<file path="src/rtl/dtc_pkg.sv">
package dtc_pkg;

    typedef enum logic [1:0] {
        M_PRESC13 = 2'd0,
        M_FULL16  = 2'd1,
        M_RELOAD8 = 2'd2,
        M_SPLIT   = 2'd3
    } tmode_e;

    typedef enum logic {
        EDGE_LOW  = 1'b0,
        EDGE_HIGH = 1'b1
    } edge_st_e;

    typedef struct packed {
        logic   gate;
        logic   src_ext;
        tmode_e mode;
    } chan_cfg_t;

    localparam int unsigned CFG_W   = $bits(chan_cfg_t);
    localparam int unsigned REG_AW  = 3;
    localparam int unsigned NUM_CH  = 2;

    localparam logic [REG_AW-1:0] A_CTRL = 3'd0;
    localparam logic [REG_AW-1:0] A_MODE = 3'd1;
    localparam int unsigned       A_CNT_BASE = 2;

endpackage

</file>
<file path="src/rtl/dtc_edge_det.sv">
module dtc_edge_det
    import dtc_pkg::*;
#(
    parameter int unsigned SYNC_STAGES = 2
) (
    input  logic clk,
    input  logic rst_n,
    input  logic pin,
    output logic fall
);

    logic [SYNC_STAGES-1:0] sync_q;
    logic                   pin_s;
    edge_st_e               st_q, st_d;

    always_ff @(posedge clk or negedge rst_n) begin
        if (!rst_n) sync_q <= '0;
        else        sync_q <= {sync_q[SYNC_STAGES-2:0], pin};
    end

    assign pin_s = sync_q[SYNC_STAGES-1];

    always_comb begin
        st_d = st_q;
        unique case (st_q)
            EDGE_LOW:  if (pin_s)  st_d = EDGE_HIGH;
            EDGE_HIGH: if (!pin_s) st_d = EDGE_LOW;
        endcase
    end

    always_ff @(posedge clk or negedge rst_n) begin
        if (!rst_n) st_q <= EDGE_LOW;
        else        st_q <= st_d;
    end

    always_comb begin
        fall = (st_q == EDGE_HIGH) && !pin_s;
    end

    // one event per falling edge, never two cycles in a row
    p_fall_single_r7: assert property (@(posedge clk) disable iff (!rst_n)
        fall |=> !fall);

endmodule

</file>
<file path="src/rtl/dtc_count_unit.sv">
module dtc_count_unit
    import dtc_pkg::*;
#(
    parameter int unsigned BYTE_W   = 8,
    parameter int unsigned PRE_W    = 5,
    parameter bit          SPLIT_OK = 1'b1
) (
    input  logic              clk,
    input  logic              rst_n,
    input  tmode_e            mode,
    input  logic              step_lo,
    input  logic              step_hi,
    input  logic              wr_lo,
    input  logic              wr_hi,
    input  logic [BYTE_W-1:0] wr_data,
    output logic [BYTE_W-1:0] lo_q,
    output logic [BYTE_W-1:0] hi_q,
    output logic              ovf_lo,
    output logic              ovf_hi
);

    localparam int unsigned CW = 2 * BYTE_W;

    logic [BYTE_W-1:0] lo_d, hi_d;
    logic [CW-1:0]     full_inc;
    logic              wr_any;

    assign wr_any   = wr_lo || wr_hi;
    assign full_inc = {hi_q, lo_q} + CW'(1);

    always_comb begin
        lo_d   = lo_q;
        hi_d   = hi_q;
        ovf_lo = 1'b0;
        ovf_hi = 1'b0;
        unique case (mode)
            M_PRESC13: begin
                if (step_lo && !wr_any) begin
                    if (lo_q[PRE_W-1:0] == '1) begin
                        lo_d[PRE_W-1:0] = '0;
                        hi_d            = hi_q + BYTE_W'(1);
                        ovf_lo          = (hi_q == '1);
                    end else begin
                        lo_d[PRE_W-1:0] = lo_q[PRE_W-1:0] + PRE_W'(1);
                    end
                end
            end
            M_FULL16: begin
                if (step_lo && !wr_any) begin
                    {hi_d, lo_d} = full_inc;
                    ovf_lo       = ({hi_q, lo_q} == '1);
                end
            end
            M_RELOAD8: begin
                if (step_lo && !wr_any) begin
                    if (lo_q == '1) begin
                        lo_d   = hi_q;
                        ovf_lo = 1'b1;
                    end else begin
                        lo_d   = lo_q + BYTE_W'(1);
                    end
                end
            end
            M_SPLIT: begin
                if (SPLIT_OK) begin
                    if (step_lo && !wr_lo) begin
                        lo_d   = lo_q + BYTE_W'(1);
                        ovf_lo = (lo_q == '1);
                    end
                    if (step_hi && !wr_hi) begin
                        hi_d   = hi_q + BYTE_W'(1);
                        ovf_hi = (hi_q == '1);
                    end
                end
            end
        endcase
        if (wr_lo) lo_d = wr_data;
        if (wr_hi) hi_d = wr_data;
    end

    always_ff @(posedge clk or negedge rst_n) begin
        if (!rst_n) begin
            lo_q <= '0;
            hi_q <= '0;
        end else begin
            lo_q <= lo_d;
            hi_q <= hi_d;
        end
    end

    // counting never touches the unused low-byte bits
    p_upper_keep_r2: assert property (@(posedge clk) disable iff (!rst_n)
        (mode == M_PRESC13 && !wr_lo) |=> $stable(lo_q[BYTE_W-1:PRE_W]));

    // full wrap lands on zero
    p_wrap_zero_r3: assert property (@(posedge clk) disable iff (!rst_n)
        (mode == M_FULL16 && step_lo && !wr_any && {hi_q, lo_q} == '1)
        |=> ({hi_q, lo_q} == '0));

    // reload mode leaves the high byte alone
    p_hi_fixed_r6: assert property (@(posedge clk) disable iff (!rst_n)
        (mode == M_RELOAD8 && !wr_hi) |=> $stable(hi_q));

    // a written byte holds the written value next cycle
    p_write_wins_r11: assert property (@(posedge clk) disable iff (!rst_n)
        wr_lo |=> (lo_q == $past(wr_data)));

endmodule

</file>
<file path="src/rtl/dual_tmr_top.sv">
module dual_tmr_top
    import dtc_pkg::*;
#(
    parameter int unsigned BYTE_W      = 8,
    parameter int unsigned PRE_W       = 5,
    parameter int unsigned SYNC_STAGES = 2
) (
    input  logic              clk,
    input  logic              rst_n,
    input  logic              mc_tick,
    input  logic [1:0]        cnt_pin,
    input  logic [1:0]        gate_pin,
    input  logic [1:0]        ack,
    input  logic              wr_en,
    input  logic [2:0]        wr_addr,
    input  logic [BYTE_W-1:0] wr_data,
    input  logic [2:0]        rd_addr,
    output logic [BYTE_W-1:0] rd_data,
    output logic [1:0]        tf
);

    logic [NUM_CH-1:0] tf_q, tf_d, tr_q;
    chan_cfg_t         cfg_q [NUM_CH];
    logic              wr_ctrl, wr_mode, t0_split;
    logic [NUM_CH-1:0] fall, gate_ok, src_ev, run_eff;
    logic [NUM_CH-1:0] step_lo, step_hi, wr_lo, wr_hi, ovf_lo, ovf_hi, set_ev;
    logic [BYTE_W-1:0] cnt_lo [NUM_CH];
    logic [BYTE_W-1:0] cnt_hi [NUM_CH];

    assign wr_ctrl  = wr_en && (wr_addr == A_CTRL);
    assign wr_mode  = wr_en && (wr_addr == A_MODE);
    assign t0_split = (cfg_q[0].mode == M_SPLIT);

    assign run_eff[0] = tr_q[0];
    assign run_eff[1] = t0_split ? 1'b1 : tr_q[1];

    generate
        for (genvar g = 0; g < NUM_CH; g++) begin : g_ch
            localparam int unsigned LO_A = A_CNT_BASE + 2 * g;
            localparam int unsigned HI_A = LO_A + 1;

            dtc_edge_det #(.SYNC_STAGES(SYNC_STAGES)) u_edge (
                .clk  (clk),
                .rst_n(rst_n),
                .pin  (cnt_pin[g]),
                .fall (fall[g])
            );

            assign gate_ok[g] = !cfg_q[g].gate || gate_pin[g];
            assign src_ev[g]  = cfg_q[g].src_ext ? fall[g] : mc_tick;
            assign step_lo[g] = run_eff[g] && gate_ok[g] && src_ev[g];
            assign wr_lo[g]   = wr_en && (wr_addr == REG_AW'(LO_A));
            assign wr_hi[g]   = wr_en && (wr_addr == REG_AW'(HI_A));

            if (g == 0) begin : g_split_src
                assign step_hi[g] = tr_q[1] && mc_tick;
            end else begin : g_no_split
                assign step_hi[g] = 1'b0;
            end

            dtc_count_unit #(
                .BYTE_W  (BYTE_W),
                .PRE_W   (PRE_W),
                .SPLIT_OK(g == 0)
            ) u_cnt (
                .clk    (clk),
                .rst_n  (rst_n),
                .mode   (cfg_q[g].mode),
                .step_lo(step_lo[g]),
                .step_hi(step_hi[g]),
                .wr_lo  (wr_lo[g]),
                .wr_hi  (wr_hi[g]),
                .wr_data(wr_data),
                .lo_q   (cnt_lo[g]),
                .hi_q   (cnt_hi[g]),
                .ovf_lo (ovf_lo[g]),
                .ovf_hi (ovf_hi[g])
            );
        end
    endgenerate

    assign set_ev[0] = ovf_lo[0];
    assign set_ev[1] = t0_split ? ovf_hi[0] : (ovf_lo[1] || ovf_hi[1]);

    always_comb begin
        for (int i = 0; i < NUM_CH; i++) begin
            tf_d[i] = tf_q[i];
            if (wr_ctrl) tf_d[i] = wr_data[BYTE_W-3+2*i];
            if (ack[i])  tf_d[i] = 1'b0;
            if (set_ev[i]) tf_d[i] = 1'b1;
        end
    end

    always_ff @(posedge clk or negedge rst_n) begin
        if (!rst_n) begin
            tf_q  <= '0;
            tr_q  <= '0;
            cfg_q <= '{default: '0};
        end else begin
            tf_q <= tf_d;
            if (wr_ctrl) tr_q <= {wr_data[BYTE_W-2], wr_data[BYTE_W-4]};
            if (wr_mode) begin
                cfg_q[1] <= chan_cfg_t'(wr_data[2*CFG_W-1:CFG_W]);
                cfg_q[0] <= chan_cfg_t'(wr_data[CFG_W-1:0]);
            end
        end
    end

    always_comb begin
        rd_data = '0;
        case (rd_addr)
            3'd0: rd_data[BYTE_W-1 -: 4] = {tf_q[1], tr_q[1], tf_q[0], tr_q[0]};
            3'd1: rd_data[2*CFG_W-1:0]   = {cfg_q[1], cfg_q[0]};
            3'd2: rd_data = cnt_lo[0];
            3'd3: rd_data = cnt_hi[0];
            3'd4: rd_data = cnt_lo[1];
            3'd5: rd_data = cnt_hi[1];
            default: rd_data = '0;
        endcase
    end

    assign tf = tf_q;

    // an overflow always leaves its flag set
    p_flag_set0_r10: assert property (@(posedge clk) disable iff (!rst_n)
        set_ev[0] |=> tf[0]);
    p_flag_set1_r10: assert property (@(posedge clk) disable iff (!rst_n)
        set_ev[1] |=> tf[1]);
    // without a clear request a set flag stays set
    p_flag_keep_r10: assert property (@(posedge clk) disable iff (!rst_n)
        (tf[0] && !ack[0] && !wr_ctrl) |=> tf[0]);

    // channel 1 frozen in split mode
    p_t1_frozen_r8: assert property (@(posedge clk) disable iff (!rst_n)
        (cfg_q[1].mode == M_SPLIT && !wr_lo[1] && !wr_hi[1])
        |=> $stable({cnt_hi[1], cnt_lo[1]}));

    // stopped channel 0 holds outside split mode
    p_run_off_r5: assert property (@(posedge clk) disable iff (!rst_n)
        (!tr_q[0] && !t0_split && !wr_lo[0] && !wr_hi[0])
        |=> $stable({cnt_hi[0], cnt_lo[0]}));

endmodule

</file>
<file path="config.mk">
export PLATFORM = sky130hd
export DESIGN_NAME = dual_tmr_top
export DESIGN_NICKNAME = d
export VERILOG_FILES = /design/src/rtl/dtc_pkg.sv /design/src/rtl/dtc_edge_det.sv /design/src/rtl/dtc_count_unit.sv /design/src/rtl/dual_tmr_top.sv
export SDC_FILE = /design/constraint.sdc
export NUM_CORES = 1
export LEC_CHECK = 0
export BUFFER_PORTS_ARGS = -buffer_cell sky130_fd_sc_hd__clkbuf_2
export CAP_MARGIN = 10
export CORE_ASPECT_RATIO = 0.5
export CORE_MARGIN = 2
export CORE_UTILIZATION = 25
export CTS_CLUSTER_DIAMETER = 40
export DETAILED_ROUTE_END_ITERATION = 16
export PLACE_DENSITY = 0.45
export SLEW_MARGIN = 10
export SYNTH_ARGS = -nofsm -noshare
export SYNTH_HDL_FRONTEND = slang
export SYNTH_SLANG_ARGS = --single-unit
</file>
<file path="constraint.sdc">
create_clock -name clk -period 2.8 [get_ports clk]
set_clock_uncertainty 0.2 [all_clocks]
set_input_delay 0.42 -clock clk [delete_from_list [all_inputs] [get_ports clk]]
set_output_delay 0.42 -clock clk [all_outputs]
set_load 0.05 [all_outputs]
</file>
==> results.txt, run 1 <==
----------------------------------------------------
[Drt]
  Overall routed net length ... 13200 um
  Total number of vias ... 3653
  DRC marker count from the first detailed-route iteration ... 299
  Wire length per cell ... 19.0 um
  Residual antenna-violating net count after detailed routing ... 0
  First drt pass iteration count ... 5
  Drc violations ... 0
  Vias per cell ... 5.26

[Worst setup path]
  Most common cell on crit path ... sky130_fd_sc_hd__ha_1
  WP buf/inv ... 1
  CP required ... 2.76 ns
  Largest fanout of any net on the critical path ... 6
  Kind of critical path ... register to register
  Critical path endpoint category ... register
  Critical path launch point type ... register
  Reg-to-reg startpoint ... g_ch[0].u_cnt.lo_q[0]
  Data arrival time of the worst path ... 2.58 ns
  List of cells traversed by the critical path ... ha_1 > and3_1 > ha_1 > inv_1 > a222oi_1 > nand4_1 > nor4b_2 > xnor2_1 > o21ai_1
  Launch point of the critical path ... g_ch[0].u_cnt.lo_q[0]
  Top Family by Delay on Critical Path ... simple AND/OR/NAND/NOR gates
  Delay of the slowest critical-path stage ... 0.48 ns
  Cell type of the slowest stage on the worst timing path ... sky130_fd_sc_hd__dfrtp_1

[GRT]
  First-pass GRT wire length ... 21100 um
  Vias in the first global route ... 3610
  Overflow left after global routing ... 0
  Number of antenna violations at the first check in global routing ... 1
  Total GRT Usage ... 17.0%
  Pin count of the biggest net entering global routing ... 25

[STA]
  Maximum clock frequency ... 0.383 GHz
  Final Max Tran Viols ... 0
  RSZ-0062 raised after global routing ... no
  Period Utilization, post-route ... 93.2%
  Final Setup Violations ... 0
  Min Clock Period, post-route ... 2.61 ns
  Setup slack after layout ... 0.189 ns
  Max-slew headroom at the worst pin ... 53.7%
  Actual transition at the worst max-transition pin ... 0.694 ns
  Number of hold-slack violations in the final timing report ... 0
  Total negative slack ... 0 ns

[Logic synthesis]
  Distinct cell type count of the synthesized netlist ... 60
  Synthesized flop and latch total ... 50
  EDFF count, synth ... 0
  Share of flip-flops with an asynchronous set or reset ... 100%
  Ys Warns ... 0
  Most frequently used flop master after synthesis ... sky130_fd_sc_hd__dfrtp_1
  Gate Count Post-Synth ... 460
  Net count after synthesis ... 500
  Mapped Avg Cell Area ... 8.23 sq um
  Register area share after synthesis ... 33.0%
  Cell Area, Synth ... 3790 sq um

[Floorplanning]
  Die extent in y ... 91.0 um
  Die Width ... 178 um
  Initial Util ... 25.9%
  Number of placement rows ... 31
  Core ar. ... 14600 sq um
  Top Ports ... 34
  Die ar. ... 16200 sq um

[Clock network]
  Deepest level of the CTS H-tree ... 2
  Master cell of the clock root buffer ... sky130_fd_sc_hd__clkbuf_16
  Source-to-sink clock delay at the later pin of the worst-skew pair ... 0.30 ns
  Clock tree from TritonCTS ... done
  Maximum count of clock buffers along a single path ... 2
  Clock-pin slew of the registers on the worst-case setup and hold paths ... 0.08 ns
  Post-CTS sizing ... 0
  TritonCTS buffer count ... 5
  Clock sink count ... 50
  Post-CTS setup buffer count ... 0

[Pwr]
  Power Dens Cells ... 785 nW/um^2
  VDD IR max ... 0.397 mV
  Leakage power total ... 1.76 nW

[Finish]
  Multi-input combinational cell area ... 2400 sq um
  Area taken by flip-flops and latches ... 1250 sq um
  Synthesis-to-finish area growth ... 17.0%
  Number of fillers in the final layout ... 1553
  Layout cells sized above 1 ... 16.7%
  Total inserted antenna cells ... 0
  Post-layout nets ... 536

[Place]
  Input/output buffers ... 33
  GP Congestion ... 0.844
  Hpwl dp ... 9850 um
  Setup WS pre-CTS ... 0.239 ns

[Job]
  Max Cap Violations ... 0

[Worst hold path]
  Worst min-delay path category ... input pin to register
  Startpoint of the tightest hold check path ... cnt_pin[0]

[Run status]
  Run status ... finished clean

----------------------------------------------------
-- worst paths after layout --
path	end	slack (ns)	depth (start not counted)
setup / recovery	g_ch[0].u_cnt.hi_q[6]	0.19	9
max in group asynchronous	cfg_q[5]	1.26	3
min in group asynchronous	g_ch[1].u_cnt.hi_q[2]	0.47	2
setup reg to reg	g_ch[0].u_cnt.hi_q[6]	0.19	9
hold / removal	g_ch[0].u_edge.sync_q[0]	0.03	1
hold reg to reg	g_ch[0].u_edge.sync_q[1]	0.15	0
-- per-stage QoR --
| step | instance area (sq um) | hold WS [ns] | utilization, % | std cells | total power [mW] |
|---|---|---|---|---|---|
| global placement | 4260 | 0.134 | 29.2 | 686 | 2.83 |
| global route | 4430 | 0.0137 | 30.3 | 695 | 3.73 |
| floorplan | 3800 | -0.0756 | - | 460 | 2.27 |
| finish | 4430 | 0.0256 | 30.3 | 695 | 3.48 |
| detailed placement | 4260 | 0.138 | 29.2 | 686 | 2.80 |
| CTS | 4430 | 0.0222 | 30.3 | 695 | 3.48 |
-- layout by cell type (no fill, tap or decap), types with 3 or more instances in the layout --
cell type,count
sky130_fd_sc_hd__a221oi_1,6
sky130_fd_sc_hd__a21oi_1,23
sky130_fd_sc_hd__o22ai_1,4
sky130_fd_sc_hd__xor2_1,6
sky130_fd_sc_hd__nor3b_1,6
sky130_fd_sc_hd__o211ai_1,6
sky130_fd_sc_hd__a211oi_1,9
sky130_fd_sc_hd__a221o_1,3
sky130_fd_sc_hd__nand3_1,25
sky130_fd_sc_hd__o31ai_1,8
sky130_fd_sc_hd__dfrtp_1,50
sky130_fd_sc_hd__nor3_1,17
sky130_fd_sc_hd__clkbuf_16,5
sky130_fd_sc_hd__a22oi_1,9
sky130_fd_sc_hd__and3_1,9
sky130_fd_sc_hd__mux2i_1,12
sky130_fd_sc_hd__o21ai_0,34
sky130_fd_sc_hd__and4_1,3
sky130_fd_sc_hd__nor3b_2,3
sky130_fd_sc_hd__a31oi_1,4
sky130_fd_sc_hd__clkbuf_2,33
sky130_fd_sc_hd__nand2_1,52
sky130_fd_sc_hd__o21a_1,4
sky130_fd_sc_hd__ha_1,16
sky130_fd_sc_hd__mux2_2,9
sky130_fd_sc_hd__nor2_1,36
sky130_fd_sc_hd__o21ai_1,5
sky130_fd_sc_hd__xnor2_1,7
sky130_fd_sc_hd__buf_4,20
sky130_fd_sc_hd__nand4_1,8
sky130_fd_sc_hd__nand2b_1,4
sky130_fd_sc_hd__nor2b_1,9
sky130_fd_sc_hd__inv_1,12
-- worst reg2reg max path, delay by kind of cell, from the launching register on --
family,cells,cell delay (ns)
xor+xnor,1,0.15
buf+inv,1,0.06
fa+ha+maj,2,0.39
flops,1,0.48
compound gates,2,0.53
simple gates,3,0.66
-- area by class of cell --
| class | count | area share (%) |
|---|---|---|
| Multi-Input combinational cell | 372 | 54.2 |
| Sequential cell | 50 | 28.3 |
| Timing Repair Buffer | 54 | 7.35 |
| Tap cell | 198 | 5.59 |
| Clock buffer | 5 | 2.83 |
| Inverter | 13 | 1.10 |
| Clock inverter | 3 | 0.650 |
-- metal layers --
metal / global-route usage (%) / vias to the layer above / wire length [um] / part of all wire (%)
li1: - / 1790 / - / -
met1: 23.3 / 1757 / 6340 / 48
met2: 27.6 / 95 / 6080 / 46
met3: 3.18 / 11 / 579 / 4.4
met4: 4.03 / 0 / 214 / 1.6
met5: 0 / - / 0 / 0
-- sequential cells by signal, indices dropped and copies added, names as in the netlist --
signal              cells
g_ch.u_cnt.hi_q        16
g_ch.u_cnt.lo_q        16
cfg_q                   8
g_ch.u_edge.sync_q      4
g_ch.u_edge.st_q        2
tf                      2
tr_q                    2
-- timing repair --
action,CTS,global route
endpoints found under the setup margin,0,0
endpoints found under the hold margin,22,0
hold buffers,1,0
-- logic make-up after synthesis --
logic type | synth area share, %
xor+xnor | 3.01
buf+inv | 3.93
flops | 33.0
mux | 5.85
simple gates | 26.2
fa+ha+maj | 5.29
compound gates | 22.6
-- report_power, final --
| group | total, mW | internal (mW) | switching [mW] | leakage [nW] |
|---|---|---|---|---|
| clock network | 0.659 | 0.344 | 0.315 | 0.0763 |
| logic | 1.41 | 0.604 | 0.810 | 1.08 |
| registers | 1.40 | 0.944 | 0.460 | 0.602 |
-- Yosys cell counts, types with 9 or more instances --
cell type | number | area (sq um)
sky130_fd_sc_hd__nor2_1 | 36 | 135
sky130_fd_sc_hd__nor2b_1 | 9 | 56.3
sky130_fd_sc_hd__a21oi_1 | 23 | 115
sky130_fd_sc_hd__nor3_1 | 17 | 85.1
sky130_fd_sc_hd__mux2_2 | 9 | 101
sky130_fd_sc_hd__a211oi_1 | 11 | 82.6
sky130_fd_sc_hd__o21ai_0 | 38 | 190
sky130_fd_sc_hd__nand3_1 | 25 | 125
sky130_fd_sc_hd__mux2i_1 | 12 | 120
sky130_fd_sc_hd__dfrtp_1 | 50 | 1250
sky130_fd_sc_hd__nand2_1 | 52 | 195
sky130_fd_sc_hd__inv_1 | 12 | 45.0
sky130_fd_sc_hd__ha_1 | 16 | 200
sky130_fd_sc_hd__clkbuf_1 | 20 | 75.1
sky130_fd_sc_hd__and3_1 | 9 | 56.3
sky130_fd_sc_hd__a22oi_1 | 9 | 67.6
Power figures use the tool's default switching activity.
==> run 2: changes to the inputs <==
==> constraint.sdc (replaced) <==
create_clock -name clk -period 2.57 [get_ports clk]
set_clock_uncertainty 0.2 [all_clocks]
set_input_delay 0.3855 -clock clk [delete_from_list [all_inputs] [get_ports clk]]
set_output_delay 0.3855 -clock clk [all_outputs]
set_load 0.05 [all_outputs]
==> run 2 against run 1 <==
Net effect:
- clock power grew 10%
- utilization grew 1.5 points
- first-iteration DRC count is 25% higher
==> results.txt, run 2 (synthesized netlist as in run 1, its figures left out) <==
----------------------------------------------------
[Run status]
  Run status ... finished clean

[STA]
  Number of hold-slack violations in the final timing report ... 0
  Actual transition at the worst max-transition pin ... 0.718 ns
  Min Clock Period, post-route ... 2.45 ns
  Final Setup Violations ... 0
  RSZ-0062 raised after global routing ... yes
  Period Utilization, post-route ... 95.2%
  Maximum clock frequency ... 0.409 GHz
  Max-slew headroom at the worst pin ... 51.8%
  WHS ... 0.0149 ns
  Final Max Tran Viols ... 0

[Place]
  Input/output buffers ... 33
  GP Congestion ... 0.852
  Number of cells after detailed placement ... 696
  Hpwl dp ... 9900 um

[Finish]
  Multi-input combinational cell area ... 2440 sq um
  Area taken by flip-flops and latches ... 1250 sq um
  Total inserted antenna cells ... 0
  Final standard cell count with taps included and fillers excluded ... 709
  Synthesis-to-finish area growth ... 22.9%
  Layout cells sized above 1 ... 20.5%
  Leading cell type in the layout, fill and taps excluded ... sky130_fd_sc_hd__nand2_1
  Leading cell types in the layout, fill and taps excluded ... sky130_fd_sc_hd__nand2_1 (52), sky130_fd_sc_hd__dfrtp_1 (50), sky130_fd_sc_hd__nor2_1 (35)
  Post-layout nets ... 550
  Number of fillers in the final layout ... 1544
  Registers with the most flip-flops ... g_ch.u_cnt.hi_q x16, g_ch.u_cnt.lo_q x16, cfg_q x8

[GRT]
  Met1 usage ... 24.0%
  First-pass GRT wire length ... 21100 um
  Vias in the first global route ... 3636
  Total GRT Usage ... 17.1%
  Pin count of the biggest net entering global routing ... 51
  Number of antenna violations at the first check in global routing ... 1
  Overflow left after global routing ... 0
  Met2 Usage GRT ... 27.4%
  Met3 Use GR ... 2.55%
  Busiest grt layer ... met2

[Worst setup path]
  Reg-to-Reg End ... g_ch[0].u_cnt.hi_q[6]
  End point of the critical path ... g_ch[0].u_cnt.hi_q[6]
  Launch point of the critical path ... g_ch[0].u_cnt.lo_q[0]
  Slack of the worst reg-to-reg path ... 0.12 ns
  Data arrival time of the worst path ... 2.43 ns
  Critical path launch point type ... register
  Largest fanout of any net on the critical path ... 2
  CP required ... 2.56 ns
  Kind of critical path ... register to register
  Reg-to-reg startpoint ... g_ch[0].u_cnt.lo_q[0]
  Critical path endpoint category ... register
  R2R depth ... 9

[Pwr]
  VDD IR max ... 0.269 mV
  Power Dens Cells ... 854 nW/um^2
  Design Power ... 3.97 mW
  Leakage power total ... 1.84 nW

[Drt]
  DRC marker count from the first detailed-route iteration ... 374
  Total number of vias ... 3788
  Overall routed net length ... 13400 um
  Residual antenna-violating net count after detailed routing ... 0
  First drt pass iteration count ... 5
  Wire length per cell ... 18.9 um
  Vias per cell ... 5.34
  Drc violations ... 0

[Worst hold path]
  Worst min-delay path category ... input pin to async pin

[Clock network]
  Source-to-sink clock delay at the later pin of the worst-skew pair ... 0.30 ns
  TritonCTS buffer count ... 5
  Clock sink count ... 50
  Master cell of the clock root buffer ... sky130_fd_sc_hd__clkbuf_16
  Deepest level of the CTS H-tree ... 2
  Maximum count of clock buffers along a single path ... 2
  Clock-pin slew of the registers on the worst-case setup and hold paths ... 0.08 ns
  Clock tree from TritonCTS ... done

[Floorplanning]
  Die extent in y ... 91.0 um
  Initial Util ... 25.9%
  Number of placement rows ... 31
  Top Ports ... 34
  Die Width ... 178 um
  Die ar. ... 16200 sq um
  Core ar. ... 14600 sq um

[Job]
  Max Cap Violations ... 0

----------------------------------------------------
==> run 2: cell count changes in the layout (fill, tap and decap cells not counted), sizes merged <==
cell | previous run | this run
buf | 20 | 38
clkbuf | 38 | 33
dlygate4sd3 | 1 | 2
==> run 2: critical path, stage by stage, from the launching register on <==
cell and delay [ns]:
sky130_fd_sc_hd__dfrtp_1 0.37, sky130_fd_sc_hd__ha_2 0.19, sky130_fd_sc_hd__and3_4 0.19, sky130_fd_sc_hd__ha_4 0.13, sky130_fd_sc_hd__inv_2 0.04, sky130_fd_sc_hd__a222oi_1 0.41
sky130_fd_sc_hd__nand4_1 0.20, sky130_fd_sc_hd__nor4b_2 0.36, sky130_fd_sc_hd__xnor2_1 0.16, sky130_fd_sc_hd__o21ai_1 0.09
==> run 2: metal layers <==
metal  wire, um  up-vias  part of all wire, %
met5          0        -                    0
met1       6380     1863                   48
met2       6060       93                   45
li1           -     1814                    -
met3        655       18                  4.9
met4        312        0                  2.3
==> run 2: cell type report <==
cell class,instances,area share [%]
tap,198,5.32
clock inverter,3,0.618
clock buffer,5,2.69
timing repair buffer,68,10.9
multi-input combinational,372,52.5
inverter,13,1.05
sequential,50,26.9
==> run 2: where the power goes <==
part | switching (mW) | total (mW) | internal (mW)
registers | 0.430 | 1.46 | 1.03
logic | 0.993 | 1.79 | 0.795
clock network | 0.352 | 0.727 | 0.375
==> run 2: worst min-delay path by stage <==
| stage | startpoint | end | slack (ns) | cells after the start |
|---|---|---|---|---|
| floorplan | rst_n | cfg_q[0] | -0.11 | 0 |
| global placement | g_ch[0].u_edge.sync_q[0] | g_ch[0].u_edge.sync_q[1] | 0.13 | 0 |
| detailed placement | g_ch[1].u_edge.sync_q[0] | g_ch[1].u_edge.sync_q[1] | 0.14 | 0 |
| CTS | rst_n | g_ch[1].u_cnt.lo_q[2] | 0.05 | 2 |
| global route | ack[0] | tf[0] | 0.08 | 2 |
| finish | rst_n | g_ch[1].u_cnt.hi_q[4] | 0.01 | 2 |
==> run 2: per-stage QoR <==
| step | TNS, ns | instance area, sq um | setup slack, ns | util [%] |
|---|---|---|---|---|
| 3_3_place_gp | 0 | 4430 | 0.131 | 30.3 |
| 2_1_floorplan | -0.0330 | 3810 | -0.0330 | - |
| 3_5_place_dp | 0 | 4430 | 0.0730 | 30.3 |
| 6_report | 0 | 4650 | 0.124 | 31.8 |
| 5_1_grt | -0.0369 | 4650 | -0.0369 | 31.8 |
| 4_1_cts | 0 | 4600 | 0.0665 | 31.5 |
==> run 2: timing repair <==
item	4_1_cts	5_1_grt
endpoints found under the setup margin	0	7
resized for setup	0	8
setup buffers	0	3
endpoints found under the hold margin	2	0
hold buffers	2	0
==> run 3: changes to the inputs <==
--- a/config.mk
+++ b/config.mk
@@ -12,7 +12,7 @@
 export CORE_UTILIZATION = 25
 export CTS_CLUSTER_DIAMETER = 40
 export DETAILED_ROUTE_END_ITERATION = 16
-export PLACE_DENSITY = 0.45
+export PLACE_DENSITY = 0.47
 export SLEW_MARGIN = 10
 export SYNTH_ARGS = -nofsm -noshare
 export SYNTH_HDL_FRONTEND = slang
==> constraint.sdc (replaced) <==
create_clock -name clk -period 2.1 [get_ports clk]
set_clock_uncertainty 0.2 [all_clocks]
set_input_delay 0.315 -clock clk [delete_from_list [all_inputs] [get_ports clk]]
set_output_delay 0.315 -clock clk [all_outputs]
set_load 0.05 [all_outputs]
==> run 3 against run 2 <==
Net effect:
- the run now ends with setup timing left
- non-clock buffer count up 98
- cell area up 30%
- total power up 57%
- fmax up 6.2%
- clock power up 23%
==> results.txt, run 3 (synthesized netlist as in run 1, its figures left out) <==
----------------------------------------------------
[STA]
  Min Clock Period, post-route ... 2.30 ns
  Actual transition at the worst max-transition pin ... 0.406 ns
  WHS ... 0.0126 ns
  Final Setup Violations ... 23
  Total negative slack ... -1.74 ns
  Number of hold-slack violations in the final timing report ... 0
  Final Max Tran Viols ... 0
  Maximum clock frequency ... 0.434 GHz
  Max-slew headroom at the worst pin ... 72.9%
  Period Utilization, post-route ... 110%
  Setup slack after layout ... -0.202 ns
  RSZ-0062 raised after global routing ... yes

[Worst setup path]
  Reg-to-reg startpoint ... g_ch[0].u_cnt.lo_q[0]
  Reg-to-Reg End ... g_ch[0].u_cnt.hi_q[6]
  Kind of critical path ... register to register
  Cell type of the slowest stage on the worst timing path ... sky130_fd_sc_hd__a222oi_1
  R2R depth ... 9
  Delay of the slowest critical-path stage ... 0.38 ns
  Data arrival time of the worst path ... 2.30 ns
  Critical path endpoint category ... register
  Largest fanout of any net on the critical path ... 2
  Slack of the worst reg-to-reg path ... -0.20 ns
  CP required ... 2.09 ns
  List of cells traversed by the critical path ... ha_2 > and3_4 > ha_4 > inv_2 > a222oi_1 > nand4_1 > nor4b_2 > xnor2_1 > o21ai_1
  Critical path launch point type ... register

[Place]
  GP Congestion ... 0.854
  Input/output buffers ... 33
  Hpwl dp ... 10900 um
  Number of cells after detailed placement ... 774
  Setup WS pre-CTS ... -0.202 ns

[Drt]
  Overall routed net length ... 14800 um
  Residual antenna-violating net count after detailed routing ... 0
  Wire length per cell ... 18.3 um
  Drc violations ... 0
  DRC marker count from the first detailed-route iteration ... 284
  Vias per cell ... 5.11
  First drt pass iteration count ... 5
  Total number of vias ... 4127

[Pwr]
  Leakage power total ... 2.46 nW
  VDD IR max ... 0.335 mV
  Power Dens Cells ... 1030 nW/um^2
  Design Power ... 6.23 mW

[Floorplanning]
  Die extent in y ... 91.0 um
  Die Width ... 178 um
  Die ar. ... 16200 sq um
  Top Ports ... 34
  Initial Util ... 25.9%
  Number of placement rows ... 31
  Core ar. ... 14600 sq um

[GRT]
  First-pass GRT wire length ... 22900 um
  Pin count of the biggest net entering global routing ... 51
  Overflow left after global routing ... 0
  Busiest grt layer ... met2
  Total GRT Usage ... 18.6%
  Met2 Usage GRT ... 31.3%
  Met3 Use GR ... 2.09%
  Met1 usage ... 25.1%
  Vias in the first global route ... 4067
  Number of antenna violations at the first check in global routing ... 0

[Clock network]
  Source-to-sink clock delay at the later pin of the worst-skew pair ... 0.30 ns
  Maximum count of clock buffers along a single path ... 2
  TritonCTS buffer count ... 5
  Clock sink count ... 50
  Clock-pin slew of the registers on the worst-case setup and hold paths ... 0.08 ns
  Clock tree from TritonCTS ... done
  Master cell of the clock root buffer ... sky130_fd_sc_hd__clkbuf_16
  Deepest level of the CTS H-tree ... 2

[Finish]
  Total inserted antenna cells ... 0
  Layout cells sized above 1 ... 45.8%
  Synthesis-to-finish area growth ... 59.9%
  Leading cell types in the layout, fill and taps excluded ... sky130_fd_sc_hd__buf_4 (110), sky130_fd_sc_hd__nand2_1 (47), sky130_fd_sc_hd__dfrtp_1 (47)
  Number of fillers in the final layout ... 1434
  Post-layout nets ... 648
  Area taken by flip-flops and latches ... 1250 sq um
  Leading cell type in the layout, fill and taps excluded ... sky130_fd_sc_hd__buf_4
  Final standard cell count with taps included and fillers excluded ... 807
  Registers with the most flip-flops ... g_ch.u_cnt.hi_q x16, g_ch.u_cnt.lo_q x16, cfg_q x8
  Multi-input combinational cell area ... 2970 sq um

[Job]
  Max Cap Violations ... 0

[Worst hold path]
  Startpoint of the tightest hold check path ... ack[0]
  Terminating pin of the worst hold path ... tf[0]
  Worst min-delay path category ... input pin to register
  Number of instances on the worst hold path ... 2

[Run status]
  Violations in the final reports ... setup timing
  Run status ... finished, violations left

----------------------------------------------------
## run 3: timing repair
action                                  4_1_cts  5_1_grt
endpoints found under the setup margin       34       39
gates cloned                                  0        0
setup buffers                                14       13
hold buffers                                  3        0
hold endpoints to repair                     52        0
resized for setup                            62       85
pin swaps                                    25       43
## run 3: layer usage
layer	up-vias	wire (um)	part of all wire, %
li1	2009	-	-
met1	2002	6820	46
met2	96	7130	48
met3	20	516	3.5
met4	0	315	2.1
met5	-	0	0
## run 3: final cells by class
cell class / instances / share of cell area (%)
Multi-Input combinational cell: 372 / 49.1
Timing Repair Buffer: 166 / 22.7
Sequential cell: 50 / 20.7
Tap cell: 198 / 4.09
Clock buffer: 5 / 2.07
Inverter: 13 / 0.847
Clock inverter: 3 / 0.475
## run 3: worst max-delay path by stage
| stage | endpoint | start | slack [ns] | cells past startpoint |
|---|---|---|---|---|
| final | g_ch[0].u_cnt.hi_q[6] | g_ch[0].u_cnt.lo_q[0] | -0.20 | 9 |
| after global routing | g_ch[0].u_cnt.hi_q[6] | g_ch[0].u_cnt.lo_q[1] | -0.37 | 9 |
| after CTS | g_ch[0].u_cnt.hi_q[6] | g_ch[0].u_cnt.lo_q[1] | -0.22 | 9 |
| after detailed placement | g_ch[0].u_cnt.hi_q[6] | g_ch[0].u_cnt.lo_q[1] | -0.20 | 9 |
| after global placement | g_ch[0].u_cnt.hi_q[6] | g_ch[0].u_cnt.lo_q[0] | -0.16 | 9 |
| after floorplan | g_ch[0].u_cnt.hi_q[6] | g_ch[0].u_cnt.lo_q[0] | -0.26 | 9 |
## run 3: metrics by stage
| step | util, % | instance area, sq um |
|---|---|---|
| after floorplan | - | 3930 |
| after global placement | 35.1 | 5140 |
| after detailed placement | 35.1 | 5140 |
| after CTS | 38.5 | 5640 |
| after global routing | 41.4 | 6050 |
| final | 41.4 | 6050 |
## run 3: critical path: cells and delay by family (launching register included)
kind,cells,cell delay [ns]
AO/OA/AOI/OAI,2,0.46
XOR/XNOR,1,0.16
adder cells (fa/ha/maj),2,0.31
buffers and inverters,1,0.04
flip-flops,1,0.36
AND/OR/NAND/NOR,3,0.68
## run 3: power by group
group          switching (mW)  internal [mW]  leakage (nW)  total, mW
clock                   0.438          0.459        0.0763      0.897
sequential              0.336           1.27         0.598       1.60
combinational            1.90           1.83          1.79       3.73
total                    2.67           3.56          2.46       6.23
